**config.mk**
```make
export PLATFORM = sky130hd
export DESIGN_NAME = diag_irq_bank
export DESIGN_NICKNAME = d
export VERILOG_FILES = /design/src/rtl/diag_irq_pkg.sv /design/src/rtl/diag_irq_ctrl.sv /design/src/rtl/diag_irq_dp.sv /design/src/rtl/diag_irq_bank.sv
export SDC_FILE = /design/constraint.sdc
export NUM_CORES = 1
export LEC_CHECK = 0
export ABC_CLOCK_PERIOD_IN_PS = 850
export BUFFER_PORTS_ARGS = -buffer_cell sky130_fd_sc_hd__clkbuf_2
export CORE_ASPECT_RATIO = 0.7
export CORE_UTILIZATION = 42
export CTS_CLUSTER_DIAMETER = 40
export DETAILED_ROUTE_END_ITERATION = 10
export HOLD_SLACK_MARGIN = 0.08
export PLACE_DENSITY = 0.74
export SKIP_LAST_GASP = 1
export SLEW_MARGIN = 40
export SYNTH_ARGS = -nofsm -noshare
export SYNTH_HDL_FRONTEND = slang
export SYNTH_SLANG_ARGS = --single-unit
```
**constraint.sdc**
```tcl
create_clock -name clk -period 0.85 [get_ports clk]
set_input_delay 0.0425 -clock clk [delete_from_list [all_inputs] [get_ports clk]]
set_output_delay 0.0425 -clock clk [all_outputs]
set_load 0.01 [all_outputs]
```
**src/rtl/diag_irq_pkg.sv**
```systemverilog
package diag_irq_pkg;
  localparam int FRAME_W   = 16;
  localparam int PAYLOAD_W = 12;
  localparam int HDR_W     = FRAME_W - PAYLOAD_W;
  localparam int NUM_SRC   = 3;
  localparam int LINE_W    = 2;

  // source indices
  localparam int SRC_SPIF = 0;
  localparam int SRC_OT   = 1;
  localparam int SRC_WT   = 2;

  // payload bit positions shared by enable, feedback and pending words
  localparam int SRC_POS [NUM_SRC] = '{8, 10, 11};

  // diagnosis word positions
  localparam int LINE_LSB = 5;
  localparam int V3_BIT   = 4;
  localparam int ONE_BIT  = 3;
  localparam int V1_BIT   = 2;

  typedef enum logic [1:0] {
    OP_NORMAL  = 2'b00,
    OP_STANDBY = 2'b01,
    OP_STARTUP = 2'b10,
    OP_RESTART = 2'b11
  } opMode_e;

  typedef struct packed {
    logic               rdDiag;
    logic               wrMode;
    logic               rdIrq;
    logic               rdEnFb;
    logic               wrEn;
    logic [NUM_SRC-1:0] setSrc;
    logic               rstPulse;
  } ctrlStrb_t;
endpackage

```
**src/rtl/diag_irq_ctrl.sv**
```systemverilog
module diag_irq_ctrl
  import diag_irq_pkg::*;
(
  input  logic               frameStb,
  input  logic [HDR_W-1:0]   frameHdr,
  input  logic [1:0]         opMode,
  input  logic               wdOverflow,
  input  logic               clkCntErr,
  input  logic               tempEdge,
  input  logic [NUM_SRC-1:0] enBits,
  output ctrlStrb_t          strb
);
  logic [1:0] addr;
  logic       rdSel, rdOnly, hitDiag, hitIrq, standby, booting, wdIrq, spifIrq;

  assign addr    = frameHdr[HDR_W-1 -: 2];
  assign rdSel   = frameHdr[1];
  assign rdOnly  = frameHdr[0];
  assign hitDiag = frameStb && (addr == 2'b00);
  assign hitIrq  = frameStb && (addr == 2'b01);
  assign standby = (opMode == OP_STANDBY);
  assign booting = (opMode == OP_STARTUP) || (opMode == OP_RESTART);
  assign wdIrq   = wdOverflow && standby && enBits[SRC_WT];
  assign spifIrq = clkCntErr && !booting && enBits[SRC_SPIF];

  always_comb begin
    strb                 = '0;
    strb.rdDiag          = hitDiag;
    strb.wrMode          = hitDiag && !rdOnly;
    strb.rdIrq           = hitIrq && rdSel;
    strb.rdEnFb          = hitIrq && !rdSel;
    strb.wrEn            = hitIrq && !rdOnly;
    strb.setSrc[SRC_WT]  = wdIrq;
    strb.setSrc[SRC_OT]  = tempEdge && enBits[SRC_OT];
    strb.setSrc[SRC_SPIF] = spifIrq;
    strb.rstPulse        = (wdOverflow && !wdIrq) || (clkCntErr && booting);
  end
endmodule

```
**src/rtl/diag_irq_dp.sv**
```systemverilog
module diag_irq_dp
  import diag_irq_pkg::*;
(
  input  logic                 clk,
  input  logic                 rstN,
  input  ctrlStrb_t            strb,
  input  logic [FRAME_W-1:0]   frameWord,
  input  logic                 txdClamped,
  input  logic                 busGndShort,
  input  logic                 busBatShort,
  input  logic                 v3Overload,
  input  logic                 v1Under,
  input  logic                 tempWarn,
  output logic [NUM_SRC-1:0]   enBits,
  output logic [NUM_SRC-1:0]   pend,
  output logic                 tempEdge,
  output logic                 respValid,
  output logic [FRAME_W-1:0]   respWord,
  output logic                 modeWrStb,
  output logic [PAYLOAD_W-1:0] modeWrData,
  output logic                 resetReq
);
  logic [LINE_W-1:0]    lineCode, lineNext;
  logic                 v3Ok, v1Fail, tempPrev;
  logic [PAYLOAD_W-1:0] enPayload, pendPayload, diagPayload, respPayload;

  always_comb begin
    if (txdClamped)       lineNext = 2'b11;
    else if (busGndShort) lineNext = 2'b10;
    else if (busBatShort) lineNext = 2'b01;
    else                  lineNext = 2'b00;
  end

  assign tempEdge = tempWarn ^ tempPrev;

  always_ff @(posedge clk or negedge rstN) begin
    if (!rstN) begin
      lineCode <= '0;
      v3Ok     <= 1'b1;
      v1Fail   <= 1'b0;
      tempPrev <= 1'b0;
    end else begin
      lineCode <= lineNext;
      v3Ok     <= !v3Overload;
      tempPrev <= tempWarn;
      if (v1Under)          v1Fail <= 1'b1;
      else if (strb.rdDiag) v1Fail <= 1'b0;
    end
  end

  for (genvar i = 0; i < NUM_SRC; i++) begin : g_src
    always_ff @(posedge clk or negedge rstN) begin
      if (!rstN) begin
        enBits[i] <= 1'b0;
        pend[i]   <= 1'b0;
      end else begin
        if (strb.wrEn)           enBits[i] <= frameWord[SRC_POS[i]];
        if (strb.setSrc[i])      pend[i]   <= 1'b1;
        else if (strb.rdIrq)     pend[i]   <= 1'b0;
      end
    end
  end

  always_comb begin
    enPayload   = '0;
    pendPayload = '0;
    for (int i = 0; i < NUM_SRC; i++) begin
      enPayload[SRC_POS[i]]   = enBits[i];
      pendPayload[SRC_POS[i]] = pend[i];
    end
    diagPayload = '0;
    diagPayload[LINE_LSB +: LINE_W] = lineCode;
    diagPayload[V3_BIT]  = v3Ok;
    diagPayload[ONE_BIT] = 1'b1;
    diagPayload[V1_BIT]  = !v1Fail;
    if (strb.rdDiag)     respPayload = diagPayload;
    else if (strb.rdIrq) respPayload = pendPayload;
    else                 respPayload = enPayload;
  end

  always_ff @(posedge clk or negedge rstN) begin
    if (!rstN) begin
      respValid  <= 1'b0;
      respWord   <= '0;
      modeWrStb  <= 1'b0;
      modeWrData <= '0;
      resetReq   <= 1'b0;
    end else begin
      respValid <= strb.rdDiag || strb.rdIrq || strb.rdEnFb;
      if (strb.rdDiag || strb.rdIrq || strb.rdEnFb)
        respWord <= {frameWord[FRAME_W-1 -: HDR_W], respPayload};
      modeWrStb <= strb.wrMode;
      if (strb.wrMode) modeWrData <= frameWord[PAYLOAD_W-1:0];
      resetReq <= strb.rstPulse;
    end
  end
endmodule

```
**src/rtl/diag_irq_bank.sv**
```systemverilog
module diag_irq_bank
  import diag_irq_pkg::*;
(
  input  logic                 clk,
  input  logic                 rstN,
  input  logic                 frameStb,
  input  logic [FRAME_W-1:0]   frameWord,
  input  logic                 clkCntErr,
  input  logic                 txdClamped,
  input  logic                 busGndShort,
  input  logic                 busBatShort,
  input  logic                 v3Overload,
  input  logic                 v1Under,
  input  logic                 tempWarn,
  input  logic                 wdOverflow,
  input  logic [1:0]           opMode,
  output logic                 respValid,
  output logic [FRAME_W-1:0]   respWord,
  output logic                 modeWrStb,
  output logic [PAYLOAD_W-1:0] modeWrData,
  output logic                 irqOut,
  output logic                 resetReq
);
  ctrlStrb_t          strb;
  logic [NUM_SRC-1:0] enBits, pend;
  logic               tempEdge;

  diag_irq_ctrl u_ctrl (
    .frameStb   (frameStb),
    .frameHdr   (frameWord[FRAME_W-1 -: HDR_W]),
    .opMode     (opMode),
    .wdOverflow (wdOverflow),
    .clkCntErr  (clkCntErr),
    .tempEdge   (tempEdge),
    .enBits     (enBits),
    .strb       (strb)
  );

  diag_irq_dp u_dp (
    .clk         (clk),
    .rstN        (rstN),
    .strb        (strb),
    .frameWord   (frameWord),
    .txdClamped  (txdClamped),
    .busGndShort (busGndShort),
    .busBatShort (busBatShort),
    .v3Overload  (v3Overload),
    .v1Under     (v1Under),
    .tempWarn    (tempWarn),
    .enBits      (enBits),
    .pend        (pend),
    .tempEdge    (tempEdge),
    .respValid   (respValid),
    .respWord    (respWord),
    .modeWrStb   (modeWrStb),
    .modeWrData  (modeWrData),
    .resetReq    (resetReq)
  );

  assign irqOut = |(pend & enBits);
endmodule

```
==> flow_metrics.env <==
export IMPL_finalPower_mw=5.33
export IMPL_setup_repair_after_global_routing_missed_its_margin="true"
export IMPL_vdd_ir_drop_worst_v=0.00115
export IMPL_drt_iter0_drc=48
export IMPL_die_height_um=52.4
export IMPL_grt_overflow_total=0
export IMPL_yosys_area_share_simple_pct=7.39
export IMPL_clock_path_buffers=2
export IMPL_final_hold_slack_ps=81.2
export IMPL_hold_depth=3
export IMPL_ys_ff_latch=38
export IMPL_timing_rr_start="u_dp.enBits[2]"
export IMPL_layout_drive_gt1_share_pct=51.9
export IMPL_clkSlewWorstSetupHoldPaths_ps=70
export IMPL_finClkSkew_ps=5.88
export IMPL_buffer_ports_inserted=56
export IMPL_post_synth_top_count_cell="sky130_fd_sc_hd__dfrtp_1"
export IMPL_tritoncts_num_buffers=5
export IMPL_final_critical_path_setup_slack_ps=-414
export IMPL_setup_viol=12
export IMPL_gp_congestion=0.738
export IMPL_detailroute_via_count=1196
export IMPL_synth_async_reset_ratio_pct=100
export IMPL_cell_type_contributing_the_most_total_cell_area_after_synthesis="sky130_fd_sc_hd__dfrtp_1"
export IMPL_startpoint_type="register"
export IMPL_postSynthCellCount=105
export IMPL_cts_root_buffer="sky130_fd_sc_hd__clkbuf_8"
export IMPL_fin_crit_ps=1260
export IMPL_first_global_vias=1222
export IMPL_clock_sink_count=38
export IMPL_dr_pass1_iters=4
export IMPL_muxShareOfSynthArea_pct=17.5
export IMPL_clk_latency_ps=280
export IMPL_detailedPlacementHpwl_mm=2.37
export IMPL_antenna_diode_count=0
export IMPL_yosysTopAreaCellShare_pct=60.8
export IMPL_global_route_wire_length_before_repair_mm=5.41
export IMPL_wl_per_cell_um=13.2
export IMPL_arrival_ps=1220
export IMPL_hp_start="opMode[0]"
export IMPL_power_per_cell_area_nw_per_um2=2220
export IMPL_die_w_um=74.0
export IMPL_adder_cell_fraction_of_synth_area_pct=0
export IMPL_finalWirelength_mm=3.35
export IMPL_initial_core_utilization_pct=46.2
export IMPL_critical_path_max_fanout=2
export IMPL_synth_top_cells_by_count="37 x sky130_fd_sc_hd__dfrtp_1, 19 x sky130_fd_sc_hd__mux2_2, 7 x sky130_fd_sc_hd__inv_1"
export IMPL_failing_checks="negative setup slack"
export IMPL_number_of_routed_nets_with_antenna_violations=0
export IMPL_finalNetCount=234
export IMPL_timing_hold_worst_endpoint="u_dp.resetReq"
export IMPL_i_o_pin_count=61
export IMPL_finalHoldViolCount=0
export IMPL_critical_path_top_delay_cell="sky130_fd_sc_hd__dfrtp_1"
export IMPL_timing_setup_critical_path_class="register to output port"
export IMPL_critical_path_max_stage_delay_ps=400
export IMPL_static_leakage_power_nw=1.21
export IMPL_ff2ff_setup_slack_ps=-90
export IMPL_critical_path_endpoint_type="output port"
export IMPL_reg2regPathDepth=2
export IMPL_clock_fmax_ghz=0.791
export IMPL_synth_cell_types=29
export IMPL_via_per_inst=4.73
export IMPL_synth_compound_gate_area_share_pct=6.57
export IMPL_synth_top_flop_cell="sky130_fd_sc_hd__dfrtp_1"
export IMPL_critical_path_cell_chain="a222oi_1 -> inv_1 -> clkbuf_2"
export IMPL_synth_edf_count=0
export IMPL_grt_util_overall_pct=19.7
export IMPL_synth_area_um2=1520
export IMPL_h_tree_depth=2
export IMPL_drt_drc_violations_left=0
export IMPL_dieArea_um2=3880
export IMPL_placement_rows=17
export IMPL_maxSlewViolCount=0
export IMPL_antenna_violations_before_repair=0
export IMPL_synth_seq_area_share_pct=62.5
export IMPL_final_cycle_utilization_of_the_critical_path_pct=149
export IMPL_tritoncts_clock_tree="yes"
export IMPL_dominant_combinational_cell_family_by_area_after_synthesis="multiplexers"
export IMPL_worst_ep_required_time_ps=810
export IMPL_core_um2=3300
export IMPL_outcome="complete, but fails checks"
export IMPL_grt_max_degree=20
export IMPL_synth_warnings=0
export IMPL_synth_area_per_cell_um2=14.5
export IMPL_share_of_the_synthesized_netlist_area_taken_by_xor_and_xnor_gates_pct=0.575
export IMPL_worstReg2RegEnd="u_dp.pend[2]"
export IMPL_drv_cap=0
export IMPL_worst_hold_path_type="input pin to register"
export IMPL_synthToLayoutAreaGrowth_pct=57.3
export IMPL_netlist_top_cells_area="sky130_fd_sc_hd__dfrtp_1 61%, sky130_fd_sc_hd__mux2_2 14%, sky130_fd_sc_hd__mux2i_1 2.0%, sky130_fd_sc_hd__buf_4 2.0%, sky130_fd_sc_hd__dfstp_2 1.7%"
==> area by class of cell <==
class / count / area, um^2
inverters: 8 / 32.5
clock buffers: 6 / 82.6
repair buffers: 97 / 693
clock inverters: 2 / 60.1
well taps: 47 / 58.8
flip-flops and latches: 38 / 952
multi-input cells: 55 / 518
fillers: 238 / 900
==> power breakdown <==
group / switching [mW] / internal (mW) / total, mW
logic: 0.494 / 0.695 / 1.19
registers: 0.173 / 2.10 / 2.27
clock network: 0.618 / 1.25 / 1.87
==> worst max-delay path, delay by kind of cell (launching register included) <==
| kind | cells | cell delay, ps |
|---|---|---|
| flops | 1 | 400 |
| compound gates | 1 | 320 |
| buf+inv | 2 | 210 |
==> logic make-up after synthesis <==
group | Yosys count
xor+xnor | 1
simple gates | 13
flops | 38
mux | 24
buf+inv | 15
other cells | 1
compound gates | 13
==> layer usage <==
layer | share of wire (%) | track usage, % | routed length, um | vias up
met5 | 0 | 0 | 0 | -
met4 | 1.1 | 6.73 | 36 | 0
met3 | 6.8 | 6.15 | 228 | 5
met2 | 47 | 33.5 | 1560 | 49
met1 | 45 | 23.7 | 1520 | 583
li1 | - | - | - | 559
==> sequential cells by signal, summed over array words and instances (netlist names) <==
name and flops:
u_dp.enBits 3, u_dp.pend 3, u_dp.modeWrStb 1, u_dp.respWord 12, u_dp.modeWrData 12, u_dp.lineCode 2
u_dp.respValid 1, u_dp.resetReq 1, u_dp.v1Fail 1, u_dp.v3Ok 1, u_dp.tempPrev 1
==> placed cells by master (no fill, tap or decap), drive strengths merged <==
master       Yosys  routed
a22o             1       1
mux2i            3       3
nor4b            1       1
a21o             2       2
clkbuf           1      60
o21ai            4       4
nor2             1       1
inv              8       8
xor2             1       1
or3b             1       1
and2             2       2
mux2            21      21
o2bb2ai          3       3
or2              1       1
conb             1       4
nand2b           1       1
dfrtp           37      37
dlygate4sd3      0      24
and4bb           1       1
bufinv           0       2
dfstp            1       1
a222oi           1       1
and2b            3       3
a32o             2       2
nand3b           1       1
buf              6      19
nand4b           1       1
==> metrics by stage <==
step	setup WS [ps]	instance area [um^2]	TNS (ps)	utilization (%)	instances
floorplan	-173	1540	-1650	-	108
global route	-483	2400	-1700	72.7	253
finish	-414	2400	-659	72.7	253
detailed placement	-296	1970	-5610	59.7	219
CTS	-404	2380	-772	72.3	254
global placement	-260	1970	-4950	59.7	219
==> worst max path at each step <==
stage	startpoint	to	slack [ps]	depth (start not counted)
after floorplan	frameWord[14]	u_dp.modeWrData[11]	-170	3
after global placement	frameWord[14]	u_dp.modeWrData[1]	-260	4
after detailed placement	frameWord[15]	u_dp.modeWrData[1]	-300	4
after CTS	u_dp.pend[1]	irqOut	-400	3
after global routing	u_dp.enBits[1]	irqOut	-480	3
final	u_dp.enBits[1]	irqOut	-410	3
==> repair_timing <==
| action | 4_1_cts | 5_1_grt |
|---|---|---|
| hold buffers | 24 | 0 |
| gates resized for setup | 3 | 6 |
| hold endpoints to repair | 63 | 0 |
| setup endpoints to repair | 24 | 46 |
| pin swaps | 1 | 1 |
| setup buffers | 3 | 1 |
No activity file was read; power rests on OpenSTA's default activity.
